`src/rtl/hid_pkg.sv`:
```
package hid_pkg;
  localparam int unsigned ID_W   = 10;
  localparam int unsigned PRIO_W = 8;
  localparam int unsigned HIDX_W = 14;
  localparam int unsigned HIDX_LSB = 18;

  localparam logic [31:0] TGT_BASE  = 32'h0000_3004;
  localparam logic [31:0] WIN_BASE  = 32'h0000_4000;
  localparam int unsigned WIN_SHIFT = 5;

  localparam logic [4:0] OFF_DELIV = 5'h00;
  localparam logic [4:0] OFF_FORCE = 5'h04;
  localparam logic [4:0] OFF_THR   = 5'h08;
  localparam logic [4:0] OFF_TOP   = 5'h18;
  localparam logic [4:0] OFF_CLAIM = 5'h1C;

  function automatic logic [31:0] pack_top(input logic [ID_W-1:0] id,
                                           input logic [PRIO_W-1:0] prio);
    return {6'b0, id, 8'b0, prio};
  endfunction
endpackage

```
`src/rtl/hid_src_table.sv`:
```
module hid_src_table
  import hid_pkg::*;
#(
  parameter int unsigned NUM_SRC = 12,
  localparam int unsigned SIDX_W = (NUM_SRC > 1) ? $clog2(NUM_SRC) : 1
) (
  input  logic                              clk_i,
  input  logic                              rst_ni,
  input  logic                              wr_i,
  input  logic [SIDX_W-1:0]                 idx_i,
  input  logic [31:0]                       wdata_i,
  output logic [NUM_SRC-1:0][HIDX_W-1:0]    hart_o,
  output logic [NUM_SRC-1:0][PRIO_W-1:0]    prio_o,
  output logic [31:0]                       rdata_o
);
  for (genvar s = 0; s < NUM_SRC; s++) begin : g_src
    always_ff @(posedge clk_i or negedge rst_ni) begin
      if (!rst_ni) begin
        hart_o[s] <= '0;
        prio_o[s] <= PRIO_W'(1);
      end else if (wr_i && idx_i == SIDX_W'(s)) begin
        hart_o[s] <= wdata_i[HIDX_LSB +: HIDX_W];
        // priority 0 is not a legal level
        prio_o[s] <= (wdata_i[PRIO_W-1:0] == '0) ? PRIO_W'(1) : wdata_i[PRIO_W-1:0];
      end
    end
  end

  always_comb begin
    rdata_o = '0;
    for (int s = 0; s < NUM_SRC; s++) begin
      if (idx_i == SIDX_W'(s)) rdata_o = {hart_o[s], 10'b0, prio_o[s]};
    end
  end
endmodule

```
`src/rtl/hid_hart_ctx.sv`:
```
module hid_hart_ctx
  import hid_pkg::*;
#(
  parameter int unsigned NUM_SRC  = 12,
  parameter int unsigned HART_IDX = 0
) (
  input  logic                           clk_i,
  input  logic                           rst_ni,
  input  logic                           sel_i,
  input  logic                           wr_i,
  input  logic                           rd_i,
  input  logic [4:0]                     off_i,
  input  logic [31:0]                    wdata_i,
  input  logic                           gate_i,
  input  logic [NUM_SRC-1:0]             pend_i,
  input  logic [NUM_SRC-1:0][HIDX_W-1:0] src_hart_i,
  input  logic [NUM_SRC-1:0][PRIO_W-1:0] src_prio_i,
  output logic [31:0]                    rdata_o,
  output logic [NUM_SRC-1:0]             claim_o,
  output logic                           irq_o
);
  logic              deliv_q, force_q;
  logic [PRIO_W-1:0] thr_q;

  logic              best_vld;
  logic [ID_W-1:0]   best_id;
  logic [PRIO_W-1:0] best_prio;
  logic [NUM_SRC-1:0] best_oh;
  logic [31:0]       top_val;
  logic              claim_rd;

  // ascending scan with strict compare: ties keep the lower ID
  always_comb begin
    best_vld  = 1'b0;
    best_id   = '0;
    best_prio = '1;
    best_oh   = '0;
    for (int s = 0; s < NUM_SRC; s++) begin
      if (pend_i[s] && src_hart_i[s] == HIDX_W'(HART_IDX) &&
          (thr_q == '0 || src_prio_i[s] < thr_q) &&
          (!best_vld || src_prio_i[s] < best_prio)) begin
        best_vld  = 1'b1;
        best_id   = ID_W'(s + 1);
        best_prio = src_prio_i[s];
        best_oh   = '0;
        best_oh[s] = 1'b1;
      end
    end
  end

  assign top_val  = best_vld ? pack_top(best_id, best_prio) : 32'h0;
  assign claim_rd = sel_i && rd_i && off_i == OFF_CLAIM;
  assign claim_o  = claim_rd ? best_oh : '0;
  assign irq_o    = gate_i && deliv_q && (best_vld || force_q);

  always_ff @(posedge clk_i or negedge rst_ni) begin
    if (!rst_ni) begin
      deliv_q <= 1'b0;
      force_q <= 1'b0;
      thr_q   <= '0;
    end else begin
      if (sel_i && wr_i) begin
        unique case (off_i)
          OFF_DELIV: deliv_q <= wdata_i[0];
          OFF_FORCE: force_q <= wdata_i[0];
          OFF_THR:   thr_q   <= wdata_i[PRIO_W-1:0];
          default: ;
        endcase
      end
      if (claim_rd && !best_vld) force_q <= 1'b0;
    end
  end

  always_comb begin
    unique case (off_i)
      OFF_DELIV: rdata_o = {31'b0, deliv_q};
      OFF_FORCE: rdata_o = {31'b0, force_q};
      OFF_THR:   rdata_o = {{(32-PRIO_W){1'b0}}, thr_q};
      OFF_TOP,
      OFF_CLAIM: rdata_o = top_val;
      default:   rdata_o = '0;
    endcase
  end
endmodule

```
`src/rtl/hart_irq_deliver.sv`:
```
module hart_irq_deliver
  import hid_pkg::*;
#(
  parameter int unsigned NUM_SRC  = 12,
  parameter int unsigned NUM_HART = 3,
  parameter int unsigned ADDR_W   = 15
) (
  input  logic                clk_i,
  input  logic                rst_ni,
  input  logic                domain_ie_i,
  input  logic [NUM_SRC-1:0]  pend_i,
  input  logic                req_i,
  input  logic                we_i,
  input  logic [ADDR_W-1:0]   addr_i,
  input  logic [31:0]         wdata_i,
  output logic [31:0]         rdata_o,
  output logic [NUM_SRC-1:0]  claim_clr_o,
  output logic [NUM_HART-1:0] irq_o
);
  localparam int unsigned SIDX_W = (NUM_SRC > 1) ? $clog2(NUM_SRC) : 1;
  localparam logic [31:0] TGT_END = TGT_BASE + 32'(4 * NUM_SRC);
  localparam logic [31:0] WIN_END = WIN_BASE + 32'(NUM_HART << WIN_SHIFT);

  logic [31:0] a32, tgt_ofs, win_ofs;
  logic        tgt_hit, win_hit, rd, wr;
  logic [NUM_HART-1:0] hsel;

  logic [NUM_SRC-1:0][HIDX_W-1:0] src_hart;
  logic [NUM_SRC-1:0][PRIO_W-1:0] src_prio;
  logic [31:0]                    tbl_rd;
  logic [NUM_HART-1:0][31:0]      ctx_rd;
  logic [NUM_HART-1:0][NUM_SRC-1:0] ctx_claim;
  logic [NUM_SRC-1:0]             claim_any;
  logic [31:0]                    rdata_d;

  assign a32     = 32'(addr_i);
  assign rd      = req_i && !we_i;
  assign wr      = req_i && we_i;
  assign tgt_ofs = a32 - TGT_BASE;
  assign win_ofs = a32 - WIN_BASE;
  assign tgt_hit = a32[1:0] == 2'b00 && a32 >= TGT_BASE && a32 < TGT_END;
  assign win_hit = a32[1:0] == 2'b00 && a32 >= WIN_BASE && a32 < WIN_END;

  always_comb begin
    for (int h = 0; h < NUM_HART; h++)
      hsel[h] = win_hit && (win_ofs >> WIN_SHIFT) == 32'(h);
  end

  hid_src_table #(.NUM_SRC(NUM_SRC)) u_tbl (
    .clk_i   (clk_i),
    .rst_ni  (rst_ni),
    .wr_i    (wr && tgt_hit),
    .idx_i   (SIDX_W'(tgt_ofs >> 2)),
    .wdata_i (wdata_i),
    .hart_o  (src_hart),
    .prio_o  (src_prio),
    .rdata_o (tbl_rd)
  );

  for (genvar h = 0; h < NUM_HART; h++) begin : g_hart
    hid_hart_ctx #(.NUM_SRC(NUM_SRC), .HART_IDX(h)) u_ctx (
      .clk_i      (clk_i),
      .rst_ni     (rst_ni),
      .sel_i      (hsel[h]),
      .wr_i       (wr),
      .rd_i       (rd),
      .off_i      (addr_i[4:0]),
      .wdata_i    (wdata_i),
      .gate_i     (domain_ie_i),
      .pend_i     (pend_i),
      .src_hart_i (src_hart),
      .src_prio_i (src_prio),
      .rdata_o    (ctx_rd[h]),
      .claim_o    (ctx_claim[h]),
      .irq_o      (irq_o[h])
    );
  end

  always_comb begin
    claim_any = '0;
    rdata_d   = tgt_hit ? tbl_rd : 32'h0;
    for (int h = 0; h < NUM_HART; h++) begin
      claim_any = claim_any | ctx_claim[h];
      if (hsel[h]) rdata_d = ctx_rd[h];
    end
  end

  always_ff @(posedge clk_i or negedge rst_ni) begin
    if (!rst_ni) begin
      rdata_o     <= '0;
      claim_clr_o <= '0;
    end else begin
      if (rd) rdata_o <= rdata_d;
      claim_clr_o <= claim_any;
    end
  end
endmodule

```
`config.mk`:
```
export PLATFORM = sky130hd
export DESIGN_NAME = hart_irq_deliver
export DESIGN_NICKNAME = d
export VERILOG_FILES = /design/src/rtl/hid_pkg.sv /design/src/rtl/hid_src_table.sv /design/src/rtl/hid_hart_ctx.sv /design/src/rtl/hart_irq_deliver.sv
export SDC_FILE = /design/constraint.sdc
export NUM_CORES = 2
export LEC_CHECK = 0
export BUFFER_PORTS_ARGS = -buffer_cell sky130_fd_sc_hd__buf_4
export CAP_MARGIN = 20
export CORE_AREA = 5 5 305 307
export DETAILED_ROUTE_END_ITERATION = 8
export DIE_AREA = 0 0 310 312
export PLACE_DENSITY = 0.61
export SLEW_MARGIN = 20
export SYNTH_ARGS = -nofsm -noshare
export SYNTH_HDL_FRONTEND = slang
export SYNTH_HIERARCHICAL = 1
export SYNTH_SLANG_ARGS = --single-unit
```
`constraint.sdc`:
```
create_clock -name clk_i -period 47.8 [get_ports clk_i]
set_input_delay 4.78 -clock clk_i [delete_from_list [all_inputs] [get_ports clk_i]]
set_output_delay 4.78 -clock clk_i [all_outputs]
set_load 0.05 [all_outputs]
```
; ---- After elaboration in Yosys (flattened, before gate mapping)
; Index checks and enable logic that the tools add are counted.
; Widths: inputs -> output; s select.
[totals]
in_bits = 64
regBits = 338
word_cells = 620
[op_classes]
add_sub_neg = 2
reduce_logical = 290
bitwise_logic = 2
mux = 177
n_lt_le_gt_ge = 73
n_eq_ne = 41
[op_table]
columns = operator, count
row1 = $lt 8x8->1, 69
row2 = $mux 32, 16
row3 = $pmux 32 s4, 3
row4 = $mux 10, 36
row5 = $mux 8, 40
row6 = $eq 14x1->1 const B, 12
row7 = $eq 14x2->1 const B, 12
row8 = $logic_not 14->1, 12
row9 = $logic_and 1x1->1, 145
row10 = $mux 26, 3
row11 = $logic_or 1x1->1, 72
row12 = $mux 12, 6
row13 = $mux 1, 49
row14 = $logic_not 1->1, 37
row15 = $mux 11, 3
row16 = $logic_not 32->1, 1
row17 = $logic_not 8->1, 4
row18 = $eq 27x1->1 const B, 1
row19 = $eq 27x2->1 const B, 1
row20 = $mux 9, 3
row21 = $or 12x12->12, 2
row22 = $mux 7, 3
row23 = $mux 6, 3
row24 = $reduce_and 2->1, 9
row25 = other kinds (22), 43

; ---- Logic depth before layout (Yosys ltp)
[logic_depth]
ltp_word = 53
depth_mapped = 134
mapped_depth_nobuf = 123

; ---- Modules after synthesis
; Netlist, hierarchy kept.
[modules_own_cells]
columns = mod, area_per_inst_um2, n_inst, cells_per_inst
row1 = hid_src_table, 12827.3, 1, 1049
row2 = hid_hart_ctx at g_hart[2].u_ctx, 8750.9, 1, 1210
row3 = hid_hart_ctx at g_hart[0].u_ctx, 7830.0, 1, 1086
row4 = hid_hart_ctx at g_hart[1].u_ctx, 7598.5, 1, 1051
row5 = hart_irq_deliver, 3025.4, 1, 305

; ---- Worst setup path before layout
; OpenSTA, ideal clock, no wires.
[synth_path]
path_kind = input -> register
startpoint = in pend_i[0]
endpoint = reg claim_clr_o[4]
t_required_ps = 47669
slack_ps = 20355
path_stages = 121
setup_time_ps = 131
arrival_time_ps = 27314
cell_sequence = nor4b_1 -> nand4_1 -> a211o_1 -> buf_2 -> buf_1 -> nor2_1 -> ha_1 -> a21oi_1 -> o21ai_0 -> a41oi_1 -> nor2_1 -> clkbuf_1 -> a21o_1 -> clkbuf_1 -> o21ai_0 -> ha_1 -> and3_1 -> nand3_1 -> (+85 left out) -> ha_1 -> and4_1 -> a21oi_1 -> nand2_1 -> a21oi_1 -> o21ai_4 -> buf_6 -> mux2_4 -> ha_1 -> a21o_1 -> a21o_1 -> a21oi_1 -> o21a_1 -> a21o_1 -> o21a_1 -> o21a_1 -> nor3_1 -> or3_1
[synth_lines]
columns = element, line_no
row1 = "start, declared", hart_irq_deliver.sv:11  ; input logic [NUM_SRC-1:0] pend_i,
row2 = "end signal, assigned", hart_irq_deliver.sv:94  ; claim_clr_o <= claim_any;
row3 = "end, declared", hart_irq_deliver.sv:17  ; output logic [NUM_SRC-1:0] claim_clr_o,

==> results.sh <==
export IMPL_slew_headroom_pct=24.27
export IMPL_maxCapViolCount=0
export IMPL_cts_root_buf="clkbuf_16"
export IMPL_hold_viol_final=0
export IMPL_grt_max_degree=94
export IMPL_min_path_type="reg2reg"
export IMPL_setup_viol=0
export IMPL_viasPerCell=6.526
export IMPL_htreeDepth=2
export IMPL_synth_distinct_cells=142
export IMPL_crit_path_end_kind="register"
export IMPL_core_rowCount=110
export IMPL_outcome="finished clean"
export IMPL_finalMaxSlewViolations=0
export IMPL_cp_data_arrival_time_ps=32600
export IMPL_ys_flop_type="dfrtp_1"
export IMPL_route_detailed_drc=0
export IMPL_finalNetCount=5269
export IMPL_post_route_period_util_pct=67.14
export IMPL_cts_sinks=338
export IMPL_ant_nets=0
export IMPL_initialDrtViolationCount=3740
export IMPL_max_freq_mhz=31.16
export IMPL_critPathBufInv=7
export IMPL_worst_slew_pin_slew_ps=1135
export IMPL_gp_congestion=0.9971
export IMPL_r2r_start="g_hart[2].u_ctx/thr_q[6]"
export IMPL_layout_drive_gt1_share_pct=18.00
export IMPL_critPathLaunchType="primary input"
export IMPL_whs_path_depth=1
export IMPL_overflow=0
export IMPL_ctsResizeCount=0
export IMPL_fin_setup_tns_ps=0
export IMPL_hpwl_mm=120.9
export IMPL_core_um2=89740
export IMPL_cp_startpoint="pend_i[0]"
export IMPL_worst_skew_pair_late_latency_ps=610
export IMPL_path_class="in2reg"
export IMPL_hold_ws_ps=538.0
export IMPL_fin_skew_ps=36.76
export IMPL_max_vdd_ir_drop_mv=0.03179
export IMPL_io_pins=111
export IMPL_synth_enable_flop_cells=0
export IMPL_gr_usage_all_layers_pct=31.68
export IMPL_yosys_warnings=6
export IMPL_r2r_cells=114
export IMPL_start_util_pct=44.61
export IMPL_routed_wl_mm=159.6
export IMPL_synth_area_um2=40030
export IMPL_die_width_um=310
export IMPL_final_min_clock_period_ps=32090
export IMPL_rsz0062_at_grt="false"
export IMPL_antenna_found_initial=5
export IMPL_die_y_um=312
export IMPL_crit_top_cell="a21oi_1"
export IMPL_avgSynthCellArea_um2=8.516
export IMPL_detail_route_wl_per_cell_um=26.70
export IMPL_clk_path_buf_depth=3
export IMPL_hp_start="g_hart[2].u_ctx/deliv_q"
export IMPL_power_density_nw_per_um2=17.63
export IMPL_vias=39010
export IMPL_drt_first_pass_iters=7
export IMPL_grt_pass1_vias=36710
export IMPL_cts_tree="yes"
export IMPL_synthCells=4701
export IMPL_cts_buffers=42
export IMPL_grt_pass1_wl_mm=235.4
export IMPL_ctsHoldBuffers=0
export IMPL_post_cts_buffers=0
export IMPL_synth_seq_area_share_pct=21.17
export IMPL_slowest_delay_ps=760
export IMPL_cpMaxStageDelayCell="nor2_1"
export IMPL_worstPathRequired_ps=48310
export IMPL_leakage_uw=0.02184
export IMPL_path_max_fanout=18
export IMPL_synthToLayoutAreaGrowth_pct=8.589
export IMPL_synthArstFlopShare_pct=100.0
export IMPL_io_buffers=100
export IMPL_synth_seq_cells=338
export IMPL_path_depth=112
export IMPL_clk_pin_slew_worst_paths_ps=60
export IMPL_path_delay_family="compound AO/OA/AOI/OAI gates"
export IMPL_dieArea_um2=96720
## registers in the layout, summed over array words and instances (netlist names)
signal                count
claim_clr_o              12
g_hart.u_ctx/deliv_q      3
g_hart.u_ctx/force_q      3
g_hart.u_ctx/thr_q       24
rdata_o                  32
u_tbl/hart_o            168
u_tbl/prio_o             96
## area by class of cell
| class | instances | area (um^2) |
|---|---|---|
| Antenna cell | 1 | 2.502 |
| Clock buffer | 60 | 1219 |
| Clock inverter | 17 | 175.2 |
| Fill cell | 8795 | 46270 |
| Inverter | 242 | 912.1 |
| Multi-Input combinational cell | 3912 | 29470 |
| Sequential cell | 338 | 8473 |
| Tap cell | 1176 | 1471 |
| Timing Repair Buffer | 232 | 1749 |
## cells in the final DEF, fill, tap and decap left out, drive strengths merged, types with 55 or more instances in the layout
| cell type | count |
|---|---|
| a211oi | 83 |
| nor3 | 120 |
| clkbuf | 60 |
| mux2 | 332 |
| nor4 | 110 |
| nand3 | 74 |
| conb | 70 |
| nand2b | 94 |
| buf | 232 |
| nor2 | 325 |
| inv | 240 |
| mux2i | 105 |
| dfrtp | 326 |
| nor2b | 83 |
| a221oi | 55 |
| nand2 | 364 |
| o21ai | 344 |
| ha | 437 |
| a21oi | 312 |
| a21o | 158 |
## synth_stat cells, types with 45 or more instances
master,number,area (um^2)
inv_1,238,893.4
a211oi_1,50,375.4
a21oi_1,306,1531
o21a_1,45,337.8
a21o_1,158,1186
o21ai_0,309,1546
nor4_1,103,644.4
nand3_1,72,360.4
clkbuf_1,113,424.2
nor2_1,313,1175
buf_4,101,758.2
nor2b_1,80,500.5
nor3_1,114,570.6
ha_1,437,5468
mux2_2,322,3626
dfrtp_1,326,8158
nand2_1,360,1351
nand2b_1,94,588.1
mux2i_1,103,1031
## per-stage QoR
step	utilization [%]	cell area [um^2]	std cells	setup WS, ps	power (uW)
floorplan	-	40280	4767	20350	398.7
global placement	46.87	42060	5900	15870	442.7
detailed placement	46.87	42060	5900	15710	443.6
CTS	48.43	43460	5977	16140	767.8
global route	48.44	43470	5977	13530	791.4
finish	48.44	43470	5978	15710	766.5
## power by group
part           internal (uW)  switching [uW]
Sequential               289            2.42
Combinational           46.6             104
Clock                    185             139
Total                    521             246
## metal layers
layer	track usage [%]	routed length [um]	share of wire, %	up-vias
met1	43.61	67240	42	18970
met3	5.946	14940	9.4	382
li1	-	-	-	17850
met5	0	0	0	-
met4	14.24	8552	5.4	0
met2	48.36	68850	43	1806
## cell families (layout without fill, tap and decap cells)
kind of cell             Yosys count  count (layout)  share of synthesized area [%]
other                              4              71                        0.03749
XOR/XNOR                          18              18                         0.3938
AND/OR/NAND/NOR                 1469            1469                          19.54
adder cells (fa/ha/maj)          450             450                          13.99
flip-flops                       338             338                          21.17
buffers and inverters            517             551                          6.079
multiplexers                     450             450                          12.76
AO/OA/AOI/OAI                   1455            1455                          26.03
## final timing paths
path,end,slack [ps]
max,rdata_o[19],15710
min,g_hart[2].u_ctx/deliv_q,540
max reg2reg,rdata_o[19],19250
min reg2reg,g_hart[2].u_ctx/deliv_q,540
max in group asynchronous,u_tbl/prio_o[11],40540
min in group asynchronous,g_hart[2].u_ctx/thr_q[7],4200
Power figures use the tool's default switching activity.
